<file path="src/rtl/adc_trig_pkg.sv">
`timescale 1ns/1ps
// Shared types for the ADC trigger timer.
// Assumes: nothing beyond a standard SystemVerilog package scope.
package adc_trig_pkg;

    // Channel operating mode, as carried on the cfg_mode bit.
    typedef enum logic {
        TRIG_PERIODIC = 1'b0,
        TRIG_DELAYED  = 1'b1
    } trig_mode_t;

    // Channel sequencing state.
    typedef enum logic [1:0] {
        CH_IDLE  = 2'd0,   // disabled, nothing counting
        CH_FREE  = 2'd1,   // free-running period counter
        CH_ARMED = 2'd2,   // delayed mode, waiting for a sync edge
        CH_COUNT = 2'd3    // delayed mode, delay in progress
    } chan_state_t;

endpackage

</file>
<file path="src/rtl/adc_trig_edge.sv">
`timescale 1ns/1ps
// Rising-edge detector for the PWM reload sync input of one channel.
// Does:    flags the first clock edge at which sync_in is sampled high
//          after it was sampled low.
// Assumes: sync_in is already synchronous to clk.
module adc_trig_edge (
    input  logic clk,
    input  logic rst_n,
    input  logic sync_in,
    output logic edge_hit
);

    logic prev_q;

    // Remember the sync level from the previous edge.
    always_ff @(posedge clk) begin
        if (!rst_n) begin
            prev_q <= 1'b0;
        end else begin
            prev_q <= sync_in;
        end
    end

    // A rise is present when the level is high now and was low before.
    assign edge_hit = sync_in & ~prev_q;

endmodule

</file>
<file path="src/rtl/adc_trig_channel.sv">
`timescale 1ns/1ps
// One trigger channel: free-running period counter or sync-delayed one-shot.
// Does:    captures the mode at enable, captures the period at enable or
//          the delay at each sync edge, and emits a registered one-clock
//          start pulse.
// Assumes: sync_edge is a one-cycle flag from the edge detector; the
//          configuration inputs are synchronous to clk.
module adc_trig_channel
    import adc_trig_pkg::*;
#(
    parameter int CNT_W = 16
) (
    input  logic             clk,
    input  logic             rst_n,
    input  logic             enable,
    input  logic             mode_sel,
    input  logic [CNT_W-1:0] value,
    input  logic             sync_edge,
    output logic             start_pulse
);

    localparam logic [CNT_W-1:0] ONE = CNT_W'(1);

    chan_state_t      st_q, st_n;
    logic [CNT_W-1:0] remain_q, remain_n;
    logic [CNT_W-1:0] period_q, period_n;
    logic             start_q, fire;
    logic [CNT_W-1:0] load_period;

    // A zero period is treated as a period of one clock.
    assign load_period = (value == '0) ? ONE : value;

    // Next-state and fire decision for the channel sequencer.
    always_comb begin
        st_n     = st_q;
        remain_n = remain_q;
        period_n = period_q;
        fire     = 1'b0;
        if (!enable) begin
            st_n = CH_IDLE;
        end else begin
            unique case (st_q)
                CH_IDLE: begin
                    if (trig_mode_t'(mode_sel) == TRIG_PERIODIC) begin
                        st_n     = CH_FREE;
                        remain_n = load_period;
                        period_n = load_period;
                    end else begin
                        st_n = CH_ARMED;
                    end
                end
                CH_FREE: begin
                    if (remain_q == ONE) begin
                        fire     = 1'b1;
                        remain_n = period_q;
                    end else begin
                        remain_n = remain_q - ONE;
                    end
                end
                CH_ARMED, CH_COUNT: begin
                    if (sync_edge) begin
                        if (value == '0) begin
                            fire = 1'b1;
                            st_n = CH_ARMED;
                        end else begin
                            remain_n = value;
                            st_n     = CH_COUNT;
                        end
                    end else if (st_q == CH_COUNT) begin
                        if (remain_q == ONE) begin
                            fire = 1'b1;
                            st_n = CH_ARMED;
                        end else begin
                            remain_n = remain_q - ONE;
                        end
                    end
                end
                default: st_n = CH_IDLE;
            endcase
        end
    end

    // Sequencer registers and the registered start pulse.
    always_ff @(posedge clk) begin
        if (!rst_n) begin
            st_q     <= CH_IDLE;
            remain_q <= '0;
            period_q <= ONE;
            start_q  <= 1'b0;
        end else begin
            st_q     <= st_n;
            remain_q <= remain_n;
            period_q <= period_n;
            start_q  <= fire;
        end
    end

    assign start_pulse = start_q;


    disable_idle_chk: assert property (@(posedge clk) disable iff (!rst_n)
        !enable |=> (st_q == CH_IDLE && !start_pulse));


    zero_delay_chk: assert property (@(posedge clk) disable iff (!rst_n)
        (enable && sync_edge && value == '0 &&
         (st_q == CH_ARMED || st_q == CH_COUNT)) |=> start_pulse);


    restart_drop_chk: assert property (@(posedge clk) disable iff (!rst_n)
        (enable && sync_edge && value != '0 && st_q == CH_COUNT)
        |=> (!start_pulse && st_q == CH_COUNT && remain_q == $past(value)));


    period_range_chk: assert property (@(posedge clk) disable iff (!rst_n)
        (st_q == CH_FREE) |-> (remain_q != '0 && remain_q <= period_q));


    mode_hold_chk: assert property (@(posedge clk) disable iff (!rst_n)
        (st_q == CH_FREE && enable) |=> (st_q == CH_FREE && $stable(period_q)));

endmodule

</file>
<file path="src/rtl/adc_trig_timer.sv">
`timescale 1ns/1ps
// ADC conversion-start trigger timer with NUM_CH independent channels.
// Does:    per channel, detects PWM sync rises and runs a free-running or
//          sync-delayed trigger counter that drives one adc_start bit.
// Assumes: all inputs are synchronous to clk; channel i owns bit i of the
//          per-channel vectors and the slice [i*CNT_W +: CNT_W] of cfg_value.
module adc_trig_timer #(
    parameter int NUM_CH = 2,
    parameter int CNT_W  = 16
) (
    input  logic                    clk,
    input  logic                    rst_n,
    input  logic [NUM_CH-1:0]       pwm_sync,
    input  logic [NUM_CH-1:0]       cfg_enable,
    input  logic [NUM_CH-1:0]       cfg_mode,
    input  logic [NUM_CH*CNT_W-1:0] cfg_value,
    output logic [NUM_CH-1:0]       adc_start
);

    logic [NUM_CH-1:0] sync_rise;

    // One edge detector and one trigger channel per converter.
    for (genvar ch = 0; ch < NUM_CH; ch++) begin : g_ch
        adc_trig_edge u_edge (
            .clk      (clk),
            .rst_n    (rst_n),
            .sync_in  (pwm_sync[ch]),
            .edge_hit (sync_rise[ch])
        );

        adc_trig_channel #(.CNT_W(CNT_W)) u_chan (
            .clk         (clk),
            .rst_n       (rst_n),
            .enable      (cfg_enable[ch]),
            .mode_sel    (cfg_mode[ch]),
            .value       (cfg_value[ch*CNT_W +: CNT_W]),
            .sync_edge   (sync_rise[ch]),
            .start_pulse (adc_start[ch])
        );
    end

endmodule

</file>
<file path="config.mk">
export PLATFORM = sky130hd
export DESIGN_NAME = adc_trig_timer
export DESIGN_NICKNAME = d
export VERILOG_FILES = /design/src/rtl/adc_trig_pkg.sv /design/src/rtl/adc_trig_edge.sv /design/src/rtl/adc_trig_channel.sv /design/src/rtl/adc_trig_timer.sv
export SDC_FILE = /design/constraint.sdc
export NUM_CORES = 1
export LEC_CHECK = 0
export ABC_AREA = 1
export BUFFER_PORTS_ARGS = -buffer_cell sky130_fd_sc_hd__buf_2
export CAP_MARGIN = 0
export CORE_MARGIN = 2
export CORE_UTILIZATION = 60
export DETAILED_ROUTE_END_ITERATION = 12
export HOLD_SLACK_MARGIN = 0.02
export PLACE_DENSITY = 0.82
export SYNTH_ARGS = -nofsm -noshare
export SYNTH_HDL_FRONTEND = slang
export SYNTH_SLANG_ARGS = --single-unit
</file>
<file path="constraint.sdc">
create_clock -name clk -period 4.8 [get_ports clk]
set_input_delay 0.48 -clock clk [delete_from_list [all_inputs] [get_ports clk]]
set_output_delay 0.48 -clock clk [all_outputs]
set_load 0.03 [all_outputs]
</file>
==> results.sh <==
export IMPL_yosys_area_share_simple=0.388
export IMPL_place_inst=847
export IMPL_cts_sink_count=72
export IMPL_dp_final_hpwl_mm=9.29
export IMPL_area_growth_pct=9.43
export IMPL_power_leakage_nw=2.32
export IMPL_grt_overflow_total=0
export IMPL_power_switching_uw=552
export IMPL_power_switching_fraction=0.337
export IMPL_worstSetupStartpointType="flop"
export IMPL_cts_inserted_buffers=9
export IMPL_initial_utilization=0.622
export IMPL_fmax_ghz=0.458
export IMPL_xor_xnor_share_of_the_synthesized_area=0.0291
export IMPL_post_synthesis_share_of_cell_area_spent_on_full_adders_half_adders_and_majority_gates=0.0111
export IMPL_synth_cells_most_frequent="162 x sky130_fd_sc_hd__nand2_1, 146 x sky130_fd_sc_hd__nor2_1, 76 x sky130_fd_sc_hd__inv_1, 72 x sky130_fd_sc_hd__dfxtp_1, 51 x sky130_fd_sc_hd__nand3_1"
export IMPL_cp_data_arrival_time_ns=2.46
export IMPL_cts_htree_levels=3
export IMPL_tightest_slew_ns=0.913
export IMPL_cp_max_fo=25
export IMPL_post_cts_repair_setup_buffers=0
export IMPL_timing_worst_setup_path_type="reg2reg"
export IMPL_vias=4850
export IMPL_synth_area_leader_cell="sky130_fd_sc_hd__dfxtp_1"
export IMPL_grt_max_degree=52
export IMPL_setup_violations=0
export IMPL_min_period_ns=2.18
export IMPL_holdBufCountCts=0
export IMPL_cts_reportedPaths_clkPinSlew_ns=0.08
export IMPL_place_port_buffers=41
export IMPL_mappedNetlistNets=770
export IMPL_drcViolationCount=0
export IMPL_clk_path_buf_depth=2
export IMPL_timing_max_slew_rel_slack=0.391
export IMPL_mappedNetlistArea_sq_um=4510
export IMPL_drt_first_iter_violations=271
export IMPL_wire_length_of_the_first_global_routing_pass_mm=20.8
export IMPL_placementRows=31
export IMPL_finish_cell_count_without_fillers=862
export IMPL_synthMuxAreaShare=0
export IMPL_post_drt_wl_per_cell_um=14.4
export IMPL_number_of_global_route_vias_before_repair=4538
export IMPL_fin_setup_tns_ns=0
export IMPL_groute_layer_met2_usage=0.551
export IMPL_initial_antenna_violation_count=0
export IMPL_asyncSetResetFlopFracSynth=0
export IMPL_synth_compound_area_share=0.153
export IMPL_number_of_instances_in_the_synthesized_netlist=726
export IMPL_route_final_wire_length_mm=12.4
export IMPL_top_usage_layer_grt="met2"
export IMPL_synth_seq_cells=72
export IMPL_outcome="finished, final reports clean"
export IMPL_drt_vias_per_instance=5.63
export IMPL_clock_root_buffer_master="sky130_fd_sc_hd__clkbuf_8"
export IMPL_clockPowerShare=0.328
export IMPL_hold_ws_ns=0.329
export IMPL_combPwrFrac=0.253
export IMPL_critical_path_required_ns=5.08
export IMPL_hold_viol=0
export IMPL_max_vdd_ir_drop_uv=215
export IMPL_seq_area_frac_synth=0.320
export IMPL_post_cts_resize_count=0
export IMPL_post_synth_edffs=0
export IMPL_clock_network_latency_to_the_later_pin_of_the_worst_skew_pair_ns=0.35
export IMPL_sequentialPowerShare=0.419
export IMPL_worst_setup_path_end_kind="flop"
export IMPL_gp_congestion=0.987
export IMPL_detail_route_antenna_nets=0
export IMPL_final_max_slew_violation_count=0
export IMPL_core_area_sq_um=7250
export IMPL_period_share=0.455
export IMPL_yosysMostFrequentCell="sky130_fd_sc_hd__nand2_1"
export IMPL_num_antenna_cells=0
export IMPL_track_usage=0.310
export IMPL_grt_util_met3=0.0484
export IMPL_synth_top_area_frac=0.320
export IMPL_detail_route_first_pass_iterations=5
export IMPL_max_cap_violations=0
export IMPL_layout_drive_gt1_share=0.119
export IMPL_yosys_cell_types_count=38
export IMPL_floorplan_die_area_sq_um=8230
export IMPL_final_nets=803
export IMPL_floorplan_io_pins=42
export IMPL_largest_family_of_logic_cells_by_synthesized_area="simple AND/OR/NAND/NOR gates"
export IMPL_clock_skew_ns=0.00975
export IMPL_ys_warns=0
export IMPL_cts_tree="done"
export IMPL_die_width_um=90.7
export IMPL_syn_area_per_cell_sq_um=6.21
export IMPL_holdCritPathClass="in2reg"
export IMPL_netlist_top_cells_area="sky130_fd_sc_hd__dfxtp_1 32%, sky130_fd_sc_hd__nand2_1 13%, sky130_fd_sc_hd__nor2_1 12%, sky130_fd_sc_hd__inv_1 6.3%, sky130_fd_sc_hd__nand3_1 5.7%"
export IMPL_p_per_area_nw_per_um2=332
export IMPL_ys_dominant_reg_cell="sky130_fd_sc_hd__dfxtp_1"
export IMPL_met1_usage=0.353
export IMPL_die_h_um=90.7
export IMPL_power_internal_mw=1.09
export IMPL_grt_setup_unrepaired="no"
[registers in the layout (all words and copies together), names as in the netlist]
register / count
g_ch.u_chan.period_q: 32
g_ch.u_chan.remain_q: 32
g_ch.u_chan.st_q: 4
g_ch.u_chan.start_pulse: 2
g_ch.u_edge.prev_q: 2
[through the flow]
| stage | util | area [sq um] | total power, mW | worst slack (ns) |
|---|---|---|---|---|
| 5_1_grt | 0.681 | 4940 | 1.73 | 2.38 |
| 6_report | 0.681 | 4940 | 1.64 | 2.62 |
| 3_5_place_dp | 0.650 | 4720 | 1.10 | 2.38 |
| 3_3_place_gp | 0.650 | 4720 | 1.09 | 2.51 |
| 2_1_floorplan | - | 4510 | 0.999 | 3.24 |
| 4_1_cts | 0.681 | 4940 | 1.64 | 2.64 |
[critical path: stages (launching register included)]
cell and delay, ns:
sky130_fd_sc_hd__dfxtp_1 0.33, sky130_fd_sc_hd__inv_1 0.12, sky130_fd_sc_hd__nand2_1 0.16, sky130_fd_sc_hd__inv_1 0.14, sky130_fd_sc_hd__nand3_1 0.59, sky130_fd_sc_hd__inv_1 0.48, sky130_fd_sc_hd__o21ai_0 0.13, sky130_fd_sc_hd__a21oi_1 0.16
[power groups by stage]
stage / clock network, mW / logic (mW) / registers (mW)
floorplan: 0 / 0.312 / 0.687
global placement: 0 / 0.397 / 0.697
detailed placement: 0 / 0.405 / 0.699
CTS: 0.543 / 0.408 / 0.686
global route: 0.568 / 0.467 / 0.692
finish: 0.537 / 0.414 / 0.687
[cell type report]
class | instances | area, sq um
well taps | 99 | 124
flip-flops and latches | 72 | 1440
repair buffers | 41 | 205
clock buffers | 10 | 138
inverters | 85 | 322
multi-input cells | 550 | 2630
fillers | 690 | 2320
clock inverters | 5 | 81.3
[per-layer routing]
| metal | vias to the layer above | share of wire |
|---|---|---|
| li1 | 2400 | - |
| met1 | 2205 | 0.40 |
| met2 | 194 | 0.49 |
| met3 | 51 | 0.063 |
| met4 | 0 | 0.049 |
| met5 | - | 0 |
[path summary, 6_finish.rpt]
kind                              startpoint                    endpoint  slack (ns)  cells past startpoint
setup / recovery      g_ch[0].u_chan.st_q[1]  g_ch[0].u_chan.period_q[2]        2.62                      7
hold / removal                   pwm_sync[0]       g_ch[0].u_edge.prev_q        0.33                      3
setup reg to reg      g_ch[0].u_chan.st_q[1]  g_ch[0].u_chan.period_q[2]        2.62                      7
hold reg to reg   g_ch[0].u_chan.period_q[4]  g_ch[0].u_chan.period_q[4]        0.46                      2
[cell usage in the layout (no fill, tap or decap), types with 4 or more instances in the layout]
cell type,instances
sky130_fd_sc_hd__a211oi_1,8
sky130_fd_sc_hd__a21oi_1,33
sky130_fd_sc_hd__buf_2,41
sky130_fd_sc_hd__clkbuf_8,10
sky130_fd_sc_hd__dfxtp_1,72
sky130_fd_sc_hd__ha_1,4
sky130_fd_sc_hd__inv_1,76
sky130_fd_sc_hd__inv_2,7
sky130_fd_sc_hd__nand2_1,162
sky130_fd_sc_hd__nand3_1,51
sky130_fd_sc_hd__nand4_1,9
sky130_fd_sc_hd__nor2_1,146
sky130_fd_sc_hd__nor2_2,13
sky130_fd_sc_hd__nor2_4,6
sky130_fd_sc_hd__nor3_1,6
sky130_fd_sc_hd__o21ai_0,44
sky130_fd_sc_hd__o21ai_1,29
sky130_fd_sc_hd__xnor2_1,5
sky130_fd_sc_hd__xor2_1,10
[cells by family (layout without fill, tap and decap cells)]
logic type / count (synthesis) / in the layout
AOI/OAI and AO/OA: 127 / 127
xor gates and xnor gates: 15 / 15
adders and majority gates: 4 / 4
buffers and inverters: 104 / 141
DFF: 72 / 72
and+or+nand+nor: 404 / 404
Power figures use the tool's default switching activity.
